===== src/rtl/gpio_octet_pkg.sv =====
package gpio_octet_pkg;
  localparam int PORT_W = 8;
  localparam int ADDR_W = 2;

  typedef enum logic [ADDR_W-1:0] {
    SEL_DATA = 2'd0,
    SEL_DIR  = 2'd1,
    SEL_PULL = 2'd2,
    SEL_NONE = 2'd3
  } reg_sel_e;
endpackage


===== src/rtl/gpio_octet_sync.sv =====
module gpio_octet_sync #(
  parameter int WIDTH  = 8,
  parameter int STAGES = 2
) (
  input  logic             clk,
  input  logic             rst_n,
  input  logic [WIDTH-1:0] async_i,
  output logic [WIDTH-1:0] sync_o
);
  logic [WIDTH-1:0] chain_q [STAGES];

  generate
    for (genvar s = 0; s < STAGES; s++) begin : g_stage
      always_ff @(posedge clk or negedge rst_n) begin
        if (!rst_n) begin
          chain_q[s] <= '0;
        end else if (s == 0) begin
          chain_q[s] <= async_i;
        end else begin
          chain_q[s] <= chain_q[(s == 0) ? 0 : s-1];
        end
      end
    end
  endgenerate

  assign sync_o = chain_q[STAGES-1];
endmodule


===== src/rtl/gpio_octet_regs.sv =====
module gpio_octet_regs
  import gpio_octet_pkg::*;
#(
  parameter int WIDTH = PORT_W
) (
  input  logic              clk,
  input  logic              rst_n,
  input  logic [ADDR_W-1:0] addr_i,
  input  logic              wr_i,
  input  logic [WIDTH-1:0]  wdata_i,
  output logic [WIDTH-1:0]  latch_o,
  output logic [WIDTH-1:0]  dir_o,
  output logic [WIDTH-1:0]  pull_o
);
  logic hit_data, hit_dir, hit_pull;

  always_comb begin
    hit_data = wr_i && (reg_sel_e'(addr_i) == SEL_DATA);
    hit_dir  = wr_i && (reg_sel_e'(addr_i) == SEL_DIR);
    hit_pull = wr_i && (reg_sel_e'(addr_i) == SEL_PULL);
  end

  always_ff @(posedge clk or negedge rst_n) begin
    if (!rst_n) begin
      latch_o <= '0;
      dir_o   <= '1;
      pull_o  <= '0;
    end else begin
      if (hit_data) latch_o <= wdata_i;
      if (hit_dir)  dir_o   <= wdata_i;
      if (hit_pull) pull_o  <= wdata_i;
    end
  end
endmodule


===== src/rtl/gpio_octet_rdmux.sv =====
module gpio_octet_rdmux
  import gpio_octet_pkg::*;
#(
  parameter int WIDTH = PORT_W
) (
  input  logic [ADDR_W-1:0] addr_i,
  input  logic [WIDTH-1:0]  latch_i,
  input  logic [WIDTH-1:0]  dir_i,
  input  logic [WIDTH-1:0]  pull_i,
  input  logic [WIDTH-1:0]  pin_sync_i,
  output logic [WIDTH-1:0]  rdata_o
);
  logic [WIDTH-1:0] port_view;

  generate
    for (genvar b = 0; b < WIDTH; b++) begin : g_bit
      assign port_view[b] = dir_i[b] ? pin_sync_i[b] : latch_i[b];
    end
  endgenerate

  always_comb begin
    unique case (reg_sel_e'(addr_i))
      SEL_DATA: rdata_o = port_view;
      SEL_DIR:  rdata_o = dir_i;
      SEL_PULL: rdata_o = pull_i;
      default:  rdata_o = '0;
    endcase
  end
endmodule


===== src/rtl/gpio_octet.sv =====
module gpio_octet
  import gpio_octet_pkg::*;
#(
  parameter int WIDTH     = PORT_W,
  parameter int SYNC_DEPTH = 2
) (
  input  logic              clk,
  input  logic              rst_n,
  input  logic [ADDR_W-1:0] bus_addr,
  input  logic              bus_wr,
  input  logic [WIDTH-1:0]  bus_wdata,
  output logic [WIDTH-1:0]  bus_rdata,
  input  logic [WIDTH-1:0]  pin_in,
  output logic [WIDTH-1:0]  pin_out,
  output logic [WIDTH-1:0]  pin_oe,
  output logic [WIDTH-1:0]  pin_pull
);
  logic [WIDTH-1:0] latch_q, dir_q, pull_q, pin_sync;

  gpio_octet_regs #(.WIDTH(WIDTH)) u_regs (
    .clk(clk), .rst_n(rst_n), .addr_i(bus_addr), .wr_i(bus_wr),
    .wdata_i(bus_wdata), .latch_o(latch_q), .dir_o(dir_q), .pull_o(pull_q)
  );

  gpio_octet_sync #(.WIDTH(WIDTH), .STAGES(SYNC_DEPTH)) u_sync (
    .clk(clk), .rst_n(rst_n), .async_i(pin_in), .sync_o(pin_sync)
  );

  gpio_octet_rdmux #(.WIDTH(WIDTH)) u_rdmux (
    .addr_i(bus_addr), .latch_i(latch_q), .dir_i(dir_q), .pull_i(pull_q),
    .pin_sync_i(pin_sync), .rdata_o(bus_rdata)
  );

  assign pin_out  = latch_q;
  assign pin_oe   = ~dir_q;
  assign pin_pull = pull_q;
endmodule


===== config.mk =====
export PLATFORM = sky130hd
export DESIGN_NAME = gpio_octet
export DESIGN_NICKNAME = d
export VERILOG_FILES = /design/src/rtl/gpio_octet_pkg.sv /design/src/rtl/gpio_octet_sync.sv /design/src/rtl/gpio_octet_regs.sv /design/src/rtl/gpio_octet_rdmux.sv /design/src/rtl/gpio_octet.sv
export SDC_FILE = /design/constraint.sdc
export NUM_CORES = 1
export LEC_CHECK = 0
export BUFFER_PORTS_ARGS = -buffer_cell sky130_fd_sc_hd__buf_2
export CORE_ASPECT_RATIO = 1.75
export CORE_MARGIN = 2
export CORE_UTILIZATION = 40
export CTS_CLUSTER_SIZE = 40
export DETAILED_ROUTE_END_ITERATION = 10
export PLACE_DENSITY_LB_ADDON = 0.15
export SYNTH_ARGS = -nofsm -noshare
export SYNTH_HDL_FRONTEND = slang
export SYNTH_SLANG_ARGS = --single-unit

===== constraint.sdc =====
create_clock -name clk -period 1.3 [get_ports clk]
set_input_delay 0.26 -clock clk [delete_from_list [all_inputs] [get_ports clk]]
set_output_delay 0.26 -clock clk [all_outputs]
set_load 0.01 [all_outputs]

Yosys cells after proc, flatten, opt, wreduce, memory -nomap -nowiden
Index checks and enable logic that the tools add are counted.
{"block": "totals", "regBits": 40, "in_bits": 21, "out_inout_bits": 32, "wordCells": 21}
{"block": "classes", "n_eq_ne": 2, "n_mux": 9, "n_bitwise": 1, "n_reduce_logical": 4}
{"operator": "8-bit case mux with 3 select lines", "count": 1}
{"operator": "1-bit 2-to-1 mux", "count": 8}
{"operator": "8-bit NOT", "count": 1}
{"operator": "1-bit logical AND", "count": 3}
{"operator": "2-bit by 1-bit == test with 1-bit output, second input constant", "count": 1}
{"operator": "2-bit == test, second input constant", "count": 1}
{"operator": "2-bit logical NOT", "count": 1}

Depth between registers and ports, before layout
{"block": "depth", "word_depth": 2, "ltp_mapped": 4, "ltp_nobuf": 3}

Cells and area by module
Synthesis repeated with hierarchy kept, for this count alone.
{"block": "unflattened", "cells_unflattened": 120, "hier_area_um2": 1654.1}
{"module": "gpio_octet_regs", "n_inst": 1, "cells_per_inst": 51, "area_per_inst_um2": 922.1, "seq_area_each_um2": 610.6}
{"module": "gpio_octet_sync", "n_inst": 1, "cells_per_inst": 24, "area_per_inst_um2": 460.4, "seq_area_each_um2": 400.4}
{"module": "gpio_octet_rdmux", "n_inst": 1, "cells_per_inst": 37, "area_per_inst_um2": 241.5, "seq_area_each_um2": 0.0}
{"module": "gpio_octet", "n_inst": 1, "cells_per_inst": 8, "area_per_inst_um2": 30.0, "seq_area_each_um2": 0.0}

Worst setup path after synthesis
OpenSTA, ideal clock, no wires.
{"block": "synth_timing", "kind": "in2out", "from": "input port bus_addr[0]", "to": "output port bus_rdata[0]", "arrival_ps": 957, "required_time_ps": 1040, "path_slack_ps": 83, "cell_stages": 4, "path_cell_list": "buf_4 -> nor2_1 -> a32oi_1 -> nand2_1"}
{"block": "synth_between", "elab_chain_len": 2, "word_cells_on_any_way": 4, "classes_between": "2 x eq/ne; 1 x mux; 1 x reduce/logical"}
{"element": "start: declaration", "line": "gpio_octet.sv:9", "text": "input logic [ADDR_W-1:0] bus_addr,"}
{"element": "2-bit == test, or another cell as far along", "line": "gpio_octet_rdmux.sv:22", "text": "unique case (reg_sel_e'(addr_i))"}
{"element": "8-bit case mux with 3 select lines *", "line": "gpio_octet_rdmux.sv:22"}
{"element": "end: declaration", "line": "gpio_octet.sv:12", "text": "output logic [WIDTH-1:0] bus_rdata,"}
Mark *: on every way between the ends. The rest lies on a longest branch, timed or not.

Worst setup path after layout
{"block": "layout_timing", "from": "register u_regs.dir_o[3]", "to": "output port bus_rdata[3]"}
{"block": "layout_between", "elab_chain_len": 2}
{"element": "start: declaration", "line": "gpio_octet_regs.sv:12", "text": "output logic [WIDTH-1:0] dir_o,"}
{"element": "start signal: assignment", "line": "gpio_octet_regs.sv:30", "text": "if (hit_dir) dir_o <= wdata_i;"}
{"element": "1-bit 2-to-1 mux", "line": "gpio_octet_rdmux.sv:17", "text": "assign port_view[b] = dir_i[b] ? pin_sync_i[b] : latch_i[b];"}
{"element": "8-bit case mux with 3 select lines *", "line": "gpio_octet_rdmux.sv:22"}
Marks and branches as above.

==> metrics.md <==
| Metric | Value |
|---|---|
| Maximum clock frequency | `662 MHz` |
| Register area share after synthesis | `65.7%` |
| Leakage | `1.04 nW` |
| Avg Synthesized Cell Area | `14.8 um2` |
| Hold slack | `0.0737 ns` |
| Clk buf depth | `2` |
| Crit path capture type | `output port` |
| Comb pwr share | `25.4%` |
| Syn Nets | `125` |
| Required @ worst endpoint | `1.04 ns` |
| MaxCap Viol Count | `0` |
| Pin count of the biggest net entering global routing | `41` |
| Total track usage | `17.9%` |
| Multi-input gate area | `489 um2` |
| CP top delay family | `flip-flops` |
| Die footprint | `0.00438 mm2` |
| CTS Sinks | `40` |
| Synth area leaders | `dfrtp_1 (52%), mux2_2 (18%), dfstp_2 (14%)` |
| Crit path depth | `4` |
| CP Class | `reg -> out` |
| Violated checks | `setup timing` |
| Worst hold-check path type | `in -> reg` |
| Final min period | `1.51 ns` |
| DRC violations left | `0` |
| Filler cells | `326` |
| Internal | `2.25 mW` |
| DRT antenna net count | `0` |
| Crit share post-route | `116%` |
| Power per Cell Area | `1450 mW/mm2` |
| Die height | `86.0 um` |
| RSZ-0062 raised after global routing | `yes` |
| Sequential cell area | `0.00101 mm2` |
| Worst clock skew | `0.00471 ns` |
| Power share of the clock group | `24.4%` |
| Critical path's slowest cell | `dfstp_2` |
| CTS tree | `yes` |
| Avg WL per Cell | `15.1 um` |
| Row Count | `29` |
| Initial core utilization | `42.0%` |
| Total grt overflow | `0` |
| Top-area cell type share of the netlist area | `52.1%` |
| Hold path depth | `1` |
| Synth-to-layout area growth | `39.0%` |
| Diode count | `0` |
| Crit-path max FO | `2` |
| Synth Cell Area | `0.00154 mm2` |
| Worst path bufs/invs | `2` |
| DR vias/cell | `4.93` |
| # IOs | `53` |
| Number of synthesized register bits | `40` |
| Die width | `50.9 um` |
| Sequential share of power | `50.2%` |
| Critical Path AT | `1.25 ns` |
| First-pass GRT wire length | `5.50 mm` |
| Commonest non-fill, non-tap cells in the layout | `buf_2 (49), dfrtp_1 (32), mux2_2 (24), buf_4 (15), inv_2 (9)` |
| Initial antenna violation count | `0` |
| CTS Root Cell | `clkbuf_8` |
| Commonest non-fill, non-tap cell in the layout | `buf_2` |
| Setup TNS | `-1.66 ns` |
| Pre-Repair DR Iteration Count | `4` |
| Peak VDD IR | `1140 uV` |
| DR iter-0 viols | `32` |
| Warnings from Yosys | `0` |
| Post-Route WL | `3.43 mm` |
| DR vias | `1,124` |
| Design Area, Final | `0.00214 mm2` |
| Slew headroom | `73.1%` |
| GPL Wtd Cong | `0.728` |
| Switching share of total power | `27.5%` |
| DP HPWL | `2.40 mm` |
| Status | `finished with violations` |
| Vias in the first global route | `1,158` |
| Pins Over Slew Limit | `0` |
| Total core area | `0.00366 mm2` |
| Worst-Skew Late Latency | `0.28 ns` |
| IO Port Bufs | `52` |
| Synth Instances | `104` |
| Worst-Margin Slew | `0.404 ns` |
| H-tree depth | `2` |
| Layout Nets | `202` |
| R2R depth | `2` |
| CP cell instances | `inv_2 > a32oi_1 > nand2_1 > buf_2` |
| Startpoint Class | `flop` |
| Setup violators final | `11` |
| Synth cell types | `15` |
| Post-synth top area cell | `dfrtp_1` |
| Total power | `3.11 mW` |
| Post-route setup slack | `-0.212 ns` |
| Switching Power | `0.854 mW` |
| Placed cell areas | `0.00194 mm2` |
| Inserted Clock Buffers | `5` |
| Max incr delay on CP | `0.54 ns` |
| Fin. Hold Viols | `0` |
| Layout cells sized above 1 | `67.0%` |
| Clk pin slew, worst setup/hold paths | `0.07 ns` |
## metal layers
metal  track usage, %  up-vias  wire length (um)
met1             19.7      550              1320
li1                 -      529                 -
met2             31.0       39              1850
met5                0        -                 0
met4             8.11        0                62
met3             5.57        6               204
## state kept, by name, summed over array words and instances (netlist names)
| name | cells |
|---|---|
| u_sync.sync_o | 8 |
| u_regs.latch_o | 8 |
| u_regs.dir_o | 8 |
| u_sync.chain_q | 8 |
| u_regs.pull_o | 8 |
## final timing paths
path | start | end | slack, ns
max reg2reg | u_regs.dir_o[4] | u_regs.dir_o[4] | 0.46
min reg2reg | u_sync.chain_q[12] | u_sync.sync_o[4] | 0.35
min | pin_in[1] | u_sync.chain_q[9] | 0.07
min in group asynchronous | rst_n | u_sync.chain_q[8] | 0.46
max | u_regs.dir_o[3] | bus_rdata[3] | -0.21
max in group asynchronous | rst_n | u_regs.dir_o[2] | 0.57
## power groups by stage
| stage | clock, mW | sequential (mW) | combinational, mW |
|---|---|---|---|
| 2_1_floorplan | 0 | 1.61 | 0.293 |
| 3_3_place_gp | 0 | 1.57 | 0.648 |
| 3_5_place_dp | 0 | 1.58 | 0.659 |
| 4_1_cts | 0.792 | 1.56 | 0.759 |
| 5_1_grt | 0.853 | 1.59 | 0.857 |
| 6_report | 0.758 | 1.56 | 0.788 |
## metrics by stage
step | cells | setup slack, ns | util [%]
final | 228 | -0.212 | 58.3
after floorplan | 104 | 0.0833 | -
after global routing | 228 | -0.297 | 58.3
after CTS | 228 | -0.225 | 57.4
after global placement | 209 | -0.112 | 52.9
after detailed placement | 209 | -0.128 | 52.9
## what timing repair did
action / CTS / global route
endpoints found under the setup margin: 8 / 12
resized for setup: 8 / 6
pin swaps: 10 / 5
hold buffers: 1 / 0
setup buffers: 10 / 2
hold endpoints to repair: 32 / 0
## worst register-to-register path: stages (launching register included)
cell     delay, ns
dfstp_2       0.54
buf_4         0.11
mux2_2        0.14
## cells by family (layout without fill, tap and decap cells)
kind of cell / after synthesis / count (layout) / share of synthesized area (%)
AOI/OAI and AO/OA: 16 / 16 / 8.46
buffers and inverters: 11 / 89 / 2.93
DFF: 40 / 40 / 65.7
muxes: 24 / 24 / 17.6
and+or+nand+nor: 13 / 13 / 5.29
## area by class of cell
| type | instances | share of cell area (%) |
|---|---|---|
| clock buffers | 7 | 3.57 |
| well taps | 46 | 2.69 |
| flip-flops and latches | 40 | 47.3 |
| multi-input cells | 53 | 22.9 |
| repair buffers | 72 | 21.7 |
| clock inverters | 1 | 0.234 |
| inverters | 9 | 1.58 |
## synth_stat cells
cell type	instances
nand2_1	8
dfstp_2	8
and2b_1	1
nor2_1	1
nand3_2	1
dfrtp_1	32
mux2_2	24
buf_4	1
clkbuf_1	1
o211ai_1	8
inv_2	1
a32oi_1	8
nor3b_4	1
nand3b_2	1
inv_1	8
Note: power is estimated with default switching activity, not from simulation.
